$ cat src/rtl/pulse_seq_pkg.sv
package pulse_seq_pkg;
  localparam int unsigned NUM_BRANCH = 3;

  // Length of branch j, picked from the three branch parameters
  function automatic int unsigned pick_len(input int unsigned j, input int unsigned l0,
                                           input int unsigned l1, input int unsigned l2);
    return (j == 0) ? l0 : ((j == 1) ? l1 : l2);
  endfunction

  // Bit offset of branch j inside the branch field
  function automatic int unsigned pick_off(input int unsigned j, input int unsigned l0,
                                           input int unsigned l1);
    return (j == 0) ? 0 : ((j == 1) ? l0 : l0 + l1);
  endfunction
endpackage

$ cat src/rtl/pulse_oneshot.sv
module pulse_oneshot (
  input  logic clk,
  input  logic rst_ni,
  input  logic start_i,
  input  logic busy_i,
  output logic pulse_o
);
  logic seen_q, seen_d;
  logic pulse_q, pulse_d;

  always_comb begin
    seen_d  = start_i;
    pulse_d = start_i & ~seen_q & ~busy_i;
  end

  always_ff @(posedge clk or negedge rst_ni) begin
    if (!rst_ni) begin
      seen_q  <= 1'b0;
      pulse_q <= 1'b0;
    end else begin
      seen_q  <= seen_d;
      pulse_q <= pulse_d;
    end
  end

  assign pulse_o = pulse_q;

  assert_one_wide_R2: assert property (@(posedge clk) disable iff (!rst_ni)
    pulse_q |=> !pulse_q);
  assert_busy_blocks_R8: assert property (@(posedge clk) disable iff (!rst_ni)
    busy_i |=> !pulse_q);
endmodule

$ cat src/rtl/pulse_chain.sv
module pulse_chain #(
  parameter int unsigned LEN = 3
) (
  input  logic           clk,
  input  logic           rst_ni,
  input  logic           pulse_i,
  output logic [LEN-1:0] stage_o
);
  logic [LEN-1:0] stg_q, stg_d;
  logic           adv_en;

  generate
    if (LEN == 1) begin : g_single
      always_comb stg_d = pulse_i;
    end else begin : g_multi
      always_comb stg_d = {stg_q[LEN-2:0], pulse_i};
    end
  endgenerate

  assign adv_en = pulse_i | (|stg_q);

  always_ff @(posedge clk or negedge rst_ni) begin
    if (!rst_ni) stg_q <= '0;
    else if (adv_en) stg_q <= stg_d;
  end

  assign stage_o = stg_q;

  assert_path_single_R9: assert property (@(posedge clk) disable iff (!rst_ni)
    $onehot0(stg_q));

  generate
    for (genvar k = 0; k + 1 < LEN; k++) begin : g_shift_chk
      assert_step_delay_R3: assert property (@(posedge clk) disable iff (!rst_ni)
        stg_q[k] |=> stg_q[k+1]);
    end
  endgenerate
endmodule

$ cat src/rtl/pulse_steer.sv
module pulse_steer (
  input  logic pulse_i,
  input  logic status_i,
  output logic take_a_o,
  output logic take_b_o
);
  always_comb begin
    take_a_o = pulse_i & status_i;
    take_b_o = pulse_i & ~status_i;
  end
endmodule

$ cat src/rtl/pulse_join.sv
module pulse_join #(
  parameter int unsigned N = 3
) (
  input  logic         clk,
  input  logic         rst_ni,
  input  logic [N-1:0] arrive_i,
  output logic         fire_o,
  output logic         busy_o
);
  logic [N-1:0] flg_q, flg_d;
  logic         all_set;
  logic         upd_en;

  always_comb begin
    all_set = &flg_q;
    flg_d   = all_set ? '0 : (flg_q | arrive_i);
    upd_en  = all_set | (|arrive_i);
  end

  always_ff @(posedge clk or negedge rst_ni) begin
    if (!rst_ni) flg_q <= '0;
    else if (upd_en) flg_q <= flg_d;
  end

  assign fire_o = all_set;
  assign busy_o = |flg_q;

  assert_join_clear_R7: assert property (@(posedge clk) disable iff (!rst_ni)
    fire_o |=> (flg_q == '0));

  generate
    for (genvar j = 0; j < N; j++) begin : g_flag_chk
      assert_flag_cause_R7: assert property (@(posedge clk) disable iff (!rst_ni)
        $rose(flg_q[j]) |-> $past(arrive_i[j]));
      assert_no_double_R9: assert property (@(posedge clk) disable iff (!rst_ni)
        arrive_i[j] |-> !flg_q[j]);
    end
  endgenerate
endmodule

$ cat src/rtl/pulse_seq_ctrl.sv
module pulse_seq_ctrl
  import pulse_seq_pkg::*;
#(
  parameter int unsigned PRE_LEN   = 3,
  parameter int unsigned PATHA_LEN = 2,
  parameter int unsigned PATHB_LEN = 4,
  parameter int unsigned BR0_LEN   = 2,
  parameter int unsigned BR1_LEN   = 4,
  parameter int unsigned BR2_LEN   = 3
) (
  input  logic clk,
  input  logic rst_n,
  input  logic start_i,
  input  logic status_i,
  output logic [PRE_LEN+PATHA_LEN+PATHB_LEN+BR0_LEN+BR1_LEN+BR2_LEN:0] ctl_o,
  output logic end_o
);
  localparam int unsigned A_OFF  = 1 + PRE_LEN;
  localparam int unsigned B_OFF  = A_OFF + PATHA_LEN;
  localparam int unsigned BR_OFF = B_OFF + PATHB_LEN;

  // reset release synchronizer
  logic [1:0] rst_sync_q;
  logic       rst_core_n;

  always_ff @(posedge clk or negedge rst_n) begin
    if (!rst_n) rst_sync_q <= 2'b00;
    else        rst_sync_q <= {rst_sync_q[0], 1'b1};
  end
  assign rst_core_n = rst_sync_q[1];

  logic                 sp;
  logic [PRE_LEN-1:0]   pre_stg;
  logic [PATHA_LEN-1:0] a_stg;
  logic [PATHB_LEN-1:0] b_stg;
  logic                 take_a, take_b, merged;
  logic [NUM_BRANCH-1:0] br_first, br_last;
  logic                 join_busy, busy;

  assign busy = (|ctl_o) | join_busy;

  pulse_oneshot u_shot (
    .clk(clk), .rst_ni(rst_core_n), .start_i(start_i), .busy_i(busy), .pulse_o(sp)
  );

  pulse_chain #(.LEN(PRE_LEN)) u_pre (
    .clk(clk), .rst_ni(rst_core_n), .pulse_i(sp), .stage_o(pre_stg)
  );

  pulse_steer u_steer (
    .pulse_i(pre_stg[PRE_LEN-1]), .status_i(status_i), .take_a_o(take_a), .take_b_o(take_b)
  );

  pulse_chain #(.LEN(PATHA_LEN)) u_path_a (
    .clk(clk), .rst_ni(rst_core_n), .pulse_i(take_a), .stage_o(a_stg)
  );

  pulse_chain #(.LEN(PATHB_LEN)) u_path_b (
    .clk(clk), .rst_ni(rst_core_n), .pulse_i(take_b), .stage_o(b_stg)
  );

  assign merged = a_stg[PATHA_LEN-1] | b_stg[PATHB_LEN-1];

  assign ctl_o[0]               = sp;
  assign ctl_o[A_OFF-1:1]       = pre_stg;
  assign ctl_o[B_OFF-1:A_OFF]   = a_stg;
  assign ctl_o[BR_OFF-1:B_OFF]  = b_stg;

  generate
    for (genvar j = 0; j < NUM_BRANCH; j++) begin : g_branch
      localparam int unsigned L   = pick_len(j, BR0_LEN, BR1_LEN, BR2_LEN);
      localparam int unsigned OFF = BR_OFF + pick_off(j, BR0_LEN, BR1_LEN);
      logic [L-1:0] stg;

      pulse_chain #(.LEN(L)) u_br (
        .clk(clk), .rst_ni(rst_core_n), .pulse_i(merged), .stage_o(stg)
      );

      assign ctl_o[OFF+L-1:OFF] = stg;
      assign br_first[j]        = stg[0];
      assign br_last[j]         = stg[L-1];
    end
  endgenerate

  pulse_join #(.N(NUM_BRANCH)) u_join (
    .clk(clk), .rst_ni(rst_core_n), .arrive_i(br_last), .fire_o(end_o), .busy_o(join_busy)
  );

  assert_steer_one_R4: assert property (@(posedge clk) disable iff (!rst_core_n)
    pre_stg[PRE_LEN-1] |=> ($countones({a_stg[0], b_stg[0]}) == 1));
  assert_fork_all_R6: assert property (@(posedge clk) disable iff (!rst_core_n)
    merged |=> (br_first == '1));
  assert_end_single_R7: assert property (@(posedge clk) disable iff (!rst_core_n)
    end_o |=> !end_o);
  assert_reset_quiet_R1: assert property (@(posedge clk)
    !rst_core_n |-> (ctl_o == '0 && !end_o));
endmodule

$ cat config.mk
export PLATFORM = sky130hd
export DESIGN_NAME = pulse_seq_ctrl
export DESIGN_NICKNAME = d
export VERILOG_FILES = /design/src/rtl/pulse_seq_pkg.sv /design/src/rtl/pulse_oneshot.sv /design/src/rtl/pulse_chain.sv /design/src/rtl/pulse_steer.sv /design/src/rtl/pulse_join.sv /design/src/rtl/pulse_seq_ctrl.sv
export SDC_FILE = /design/constraint.sdc
export NUM_CORES = 1
export LEC_CHECK = 0
export ABC_CLOCK_PERIOD_IN_PS = 1100
export BUFFER_PORTS_ARGS = -buffer_cell sky130_fd_sc_hd__buf_4
export CAP_MARGIN = 40
export CORE_UTILIZATION = 45
export DETAILED_ROUTE_END_ITERATION = 16
export PLACE_DENSITY = 0.67
export SYNTH_ARGS = -nofsm -noshare
export SYNTH_HDL_FRONTEND = slang
export SYNTH_SLANG_ARGS = --single-unit
$ cat constraint.sdc
create_clock -name clk -period 1.1 [get_ports clk]
set_clock_uncertainty 0.15 [all_clocks]
set_input_delay 0.33 -clock clk [delete_from_list [all_inputs] [get_ports clk]]
set_output_delay 0.33 -clock clk [all_outputs]
set_load 0.005 [all_outputs]
==> results.json <==
{
  "mostFrequentLayoutCell": "buf_6",
  "critPathLaunchType": "flop",
  "power.density_mw_per_mm2": 1840,
  "final_antenna_net_count": 0,
  "io_pins": 24,
  "period_needed_ns": 1.50,
  "placedCellCount": 110,
  "io_buffers": 23,
  "antenna_found_initial": 0,
  "clk-insertion-delay-late_ns": 0.32,
  "hold_viol_final": 6,
  "p_sw_frac": 0.278,
  "cts.sinks": 25,
  "yosysSeqAreaShare": 0.745,
  "max_freq_mhz": 666,
  "synthDistinctLibCells": 15,
  "nets": 119,
  "ys_top_cells_by_area": "dfrtp_1, clkbuf_1, nor4_2",
  "crit_type": "flop to output pin",
  "path_clk_slew_ns": 0.13,
  "overflow": 0,
  "path_max_fanout": 2,
  "first_pass_iters": 2,
  "slowest_stage": "dfrtp_1",
  "start_util": 0.481,
  "synth_area_um2": 840,
  "worstSetupEndpoint": "end_o",
  "crit_path_start": "u_join.flg_q[2]$_DFFE_PN0P_",
  "cts_inserted_buffers": 3,
  "reg2reg_slack_ns": -0.35,
  "crit_path_end_kind": "output pin",
  "worstReg2RegEnd": "u_shot.pulse_o$_DFF_PN0_",
  "drive_gt1_frac": 0.667,
  "synth_nets": 64,
  "die-area_mm2": 0.00204,
  "tritoncts": "done",
  "required_ns": 0.62,
  "critPathMaxStageDelay_ns": 0.41,
  "violations": "hold timing, setup timing",
  "hpwl_um": 1070,
  "status": "finished with violations",
  "critPathTopFamily": "flip-flops",
  "post-route-period-util": 1.36,
  "avgSynthCellArea_um2": 14.0,
  "yosys_register_bits": 25,
  "grt_pass1_wl_um": 2790,
  "grt_pass1_vias": 668,
  "vias_per_cell": 4.50,
  "peakVddDrop_uv": 1480,
  "min_path_type": "flop to asynchronous set/reset pin",
  "internal_power_mw": 1.99,
  "drc": 0,
  "finalPower_mw": 2.75,
  "rsz0062_at_grt": "yes",
  "fillCellCount": 93,
  "place_congestion": 0.714,
  "path_buf_inv": 1,
  "die_y_um": 45.2,
  "totalWireLength_um": 1900,
  "synthCells": 60,
  "cap_violations": 0,
  "yosys.area.top_type": "dfrtp_1",
  "n_antenna_cell": 0,
  "multiInputGateArea_um2": 188,
  "pwr-share-comb": 0.409,
  "tns_ns": -6.58,
  "setup_viol_count_final": 23,
  "reg2regPathDepth": 4,
  "finalWorstSetupSlack_ns": -0.401,
  "finalMaxSlewViolations": 0,
  "p_seq_frac": 0.443,
  "grt_usage": 0.206,
  "htreeDepth": 1,
  "leakagePower_nw": 0.800,
  "path_cells": "and3_4 -> buf_6",
  "final_cell_mix": "buf_6, buf_4, dfrtp_1, nor2_1",
  "root_buffer": "clkbuf_4",
  "cp_num_cells": 2,
  "wire_per_inst_um": 13.7,
  "grt_max_degree": 15,
  "die_width_um": 45.2,
  "clockPowerShare": 0.147,
  "utilization": 0.857,
  "cp.arrival_ns": 1.02,
  "hold_slack_ns": -0.0269,
  "yosys.area.top_type_share": 0.745,
  "rr_startpoint": "u_pre.stage_o[2]$_DFFE_PN0P_",
  "power.switching_uw": 764,
  "std_cell_rows": 15,
  "final-seq-area_um2": 626,
  "first_iter_violations": 5,
  "ys.warnings.count": 0,
  "core_area_mm2": 0.00175,
  "fin_cells": 139,
  "clockBufferDepth": 2,
  "num_vias": 625,
  "area_growth_pct": 78.1
}
final cells by class:
class	count	share of cell area
Timing Repair Buffer	65	0.417
Clock buffer	3	0.0151
Multi-Input combinational cell	20	0.126
Sequential cell	25	0.418
Tap cell	25	0.0209
Clock inverter	1	0.00335
synth_stat cells:
| cell type | number |
|---|---|
| or2_2 | 3 |
| buf_4 | 2 |
| and3_1 | 1 |
| nand4_1 | 1 |
| dlygate4sd3_1 | 1 |
| dfrtp_1 | 25 |
| clkbuf_1 | 10 |
| and2_1 | 1 |
| nor2b_1 | 1 |
| nor2_1 | 6 |
| nor4b_2 | 2 |
| nor4_2 | 3 |
| nand2_1 | 1 |
| conb_1 | 1 |
| buf_2 | 2 |
per-layer routing:
layer / share of wire / wire (um) / GRT usage
met1: 0.37 / 700 / 0.204
met2: 0.58 / 1110 / 0.386
met3: 0.034 / 65 / 0.0520
met4: 0.013 / 25 / 0.109
met5: 0 / 0 / 0
power by group through the flow:
stage,sequential (mW),combinational [mW],clock (mW)
2_1_floorplan,1.24,0.267,0
3_3_place_gp,1.22,0.595,0
3_5_place_dp,1.23,0.601,0
4_1_cts,1.21,1.02,0.406
5_1_grt,1.24,1.20,0.450
6_report,1.22,1.13,0.405
flip-flops by register name, summed over array words and instances, names as in the netlist:
register               flops
g_branch.u_br.stage_o      9
rst_sync_q                 2
u_join.flg_q               3
u_path_a.stage_o           2
u_path_b.stage_o           4
u_pre.stage_o              3
u_shot.pulse_o             1
u_shot.seen_q              1
per-stage QoR:
step / setup slack [ns] / area (um^2)
detailed placement: -0.194 / 1100
floorplan: -0.107 / 840
global placement: -0.158 / 1100
global route: -0.434 / 1500
finish: -0.401 / 1500
CTS: -0.381 / 1460
kinds of logic (layout without fill, tap and decap cells):
kind of cell | count (synthesis) | count (layout) | synth area share
DFF | 25 | 25 | 0.745
other | 1 | 1 | 0.00447
and+or+nand+nor | 19 | 19 | 0.164
buffers and inverters | 15 | 69 | 0.0864
worst min-delay path by stage:
stage,slack (ns),from,cells after the start,endpoint
6_report,-0.03,rst_sync_q[1]$_DFF_PN0_,0,u_shot.pulse_o$_DFF_PN0_
4_1_cts,-0.009,rst_sync_q[1]$_DFF_PN0_,0,u_shot.seen_q$_DFF_PN0_
5_1_grt,0.01,rst_sync_q[1]$_DFF_PN0_,0,u_shot.pulse_o$_DFF_PN0_
3_3_place_gp,-0.04,rst_n,1,rst_sync_q[0]$_DFF_PN0_
3_5_place_dp,-0.04,rst_n,1,rst_sync_q[0]$_DFF_PN0_
2_1_floorplan,-0.12,rst_n,0,rst_sync_q[0]$_DFF_PN0_
timing repair:
| item | CTS | global route |
|---|---|---|
| buffers inserted | 21 | 3 |
| pin swaps | 4 | 1 |
| endpoints found under the setup margin | 21 | 27 |
| hold buffers | 2 | 1 |
| endpoints found under the hold margin | 9 | 1 |
| gates resized for setup | 40 | 4 |
Note: power is estimated with default switching activity, not from simulation.
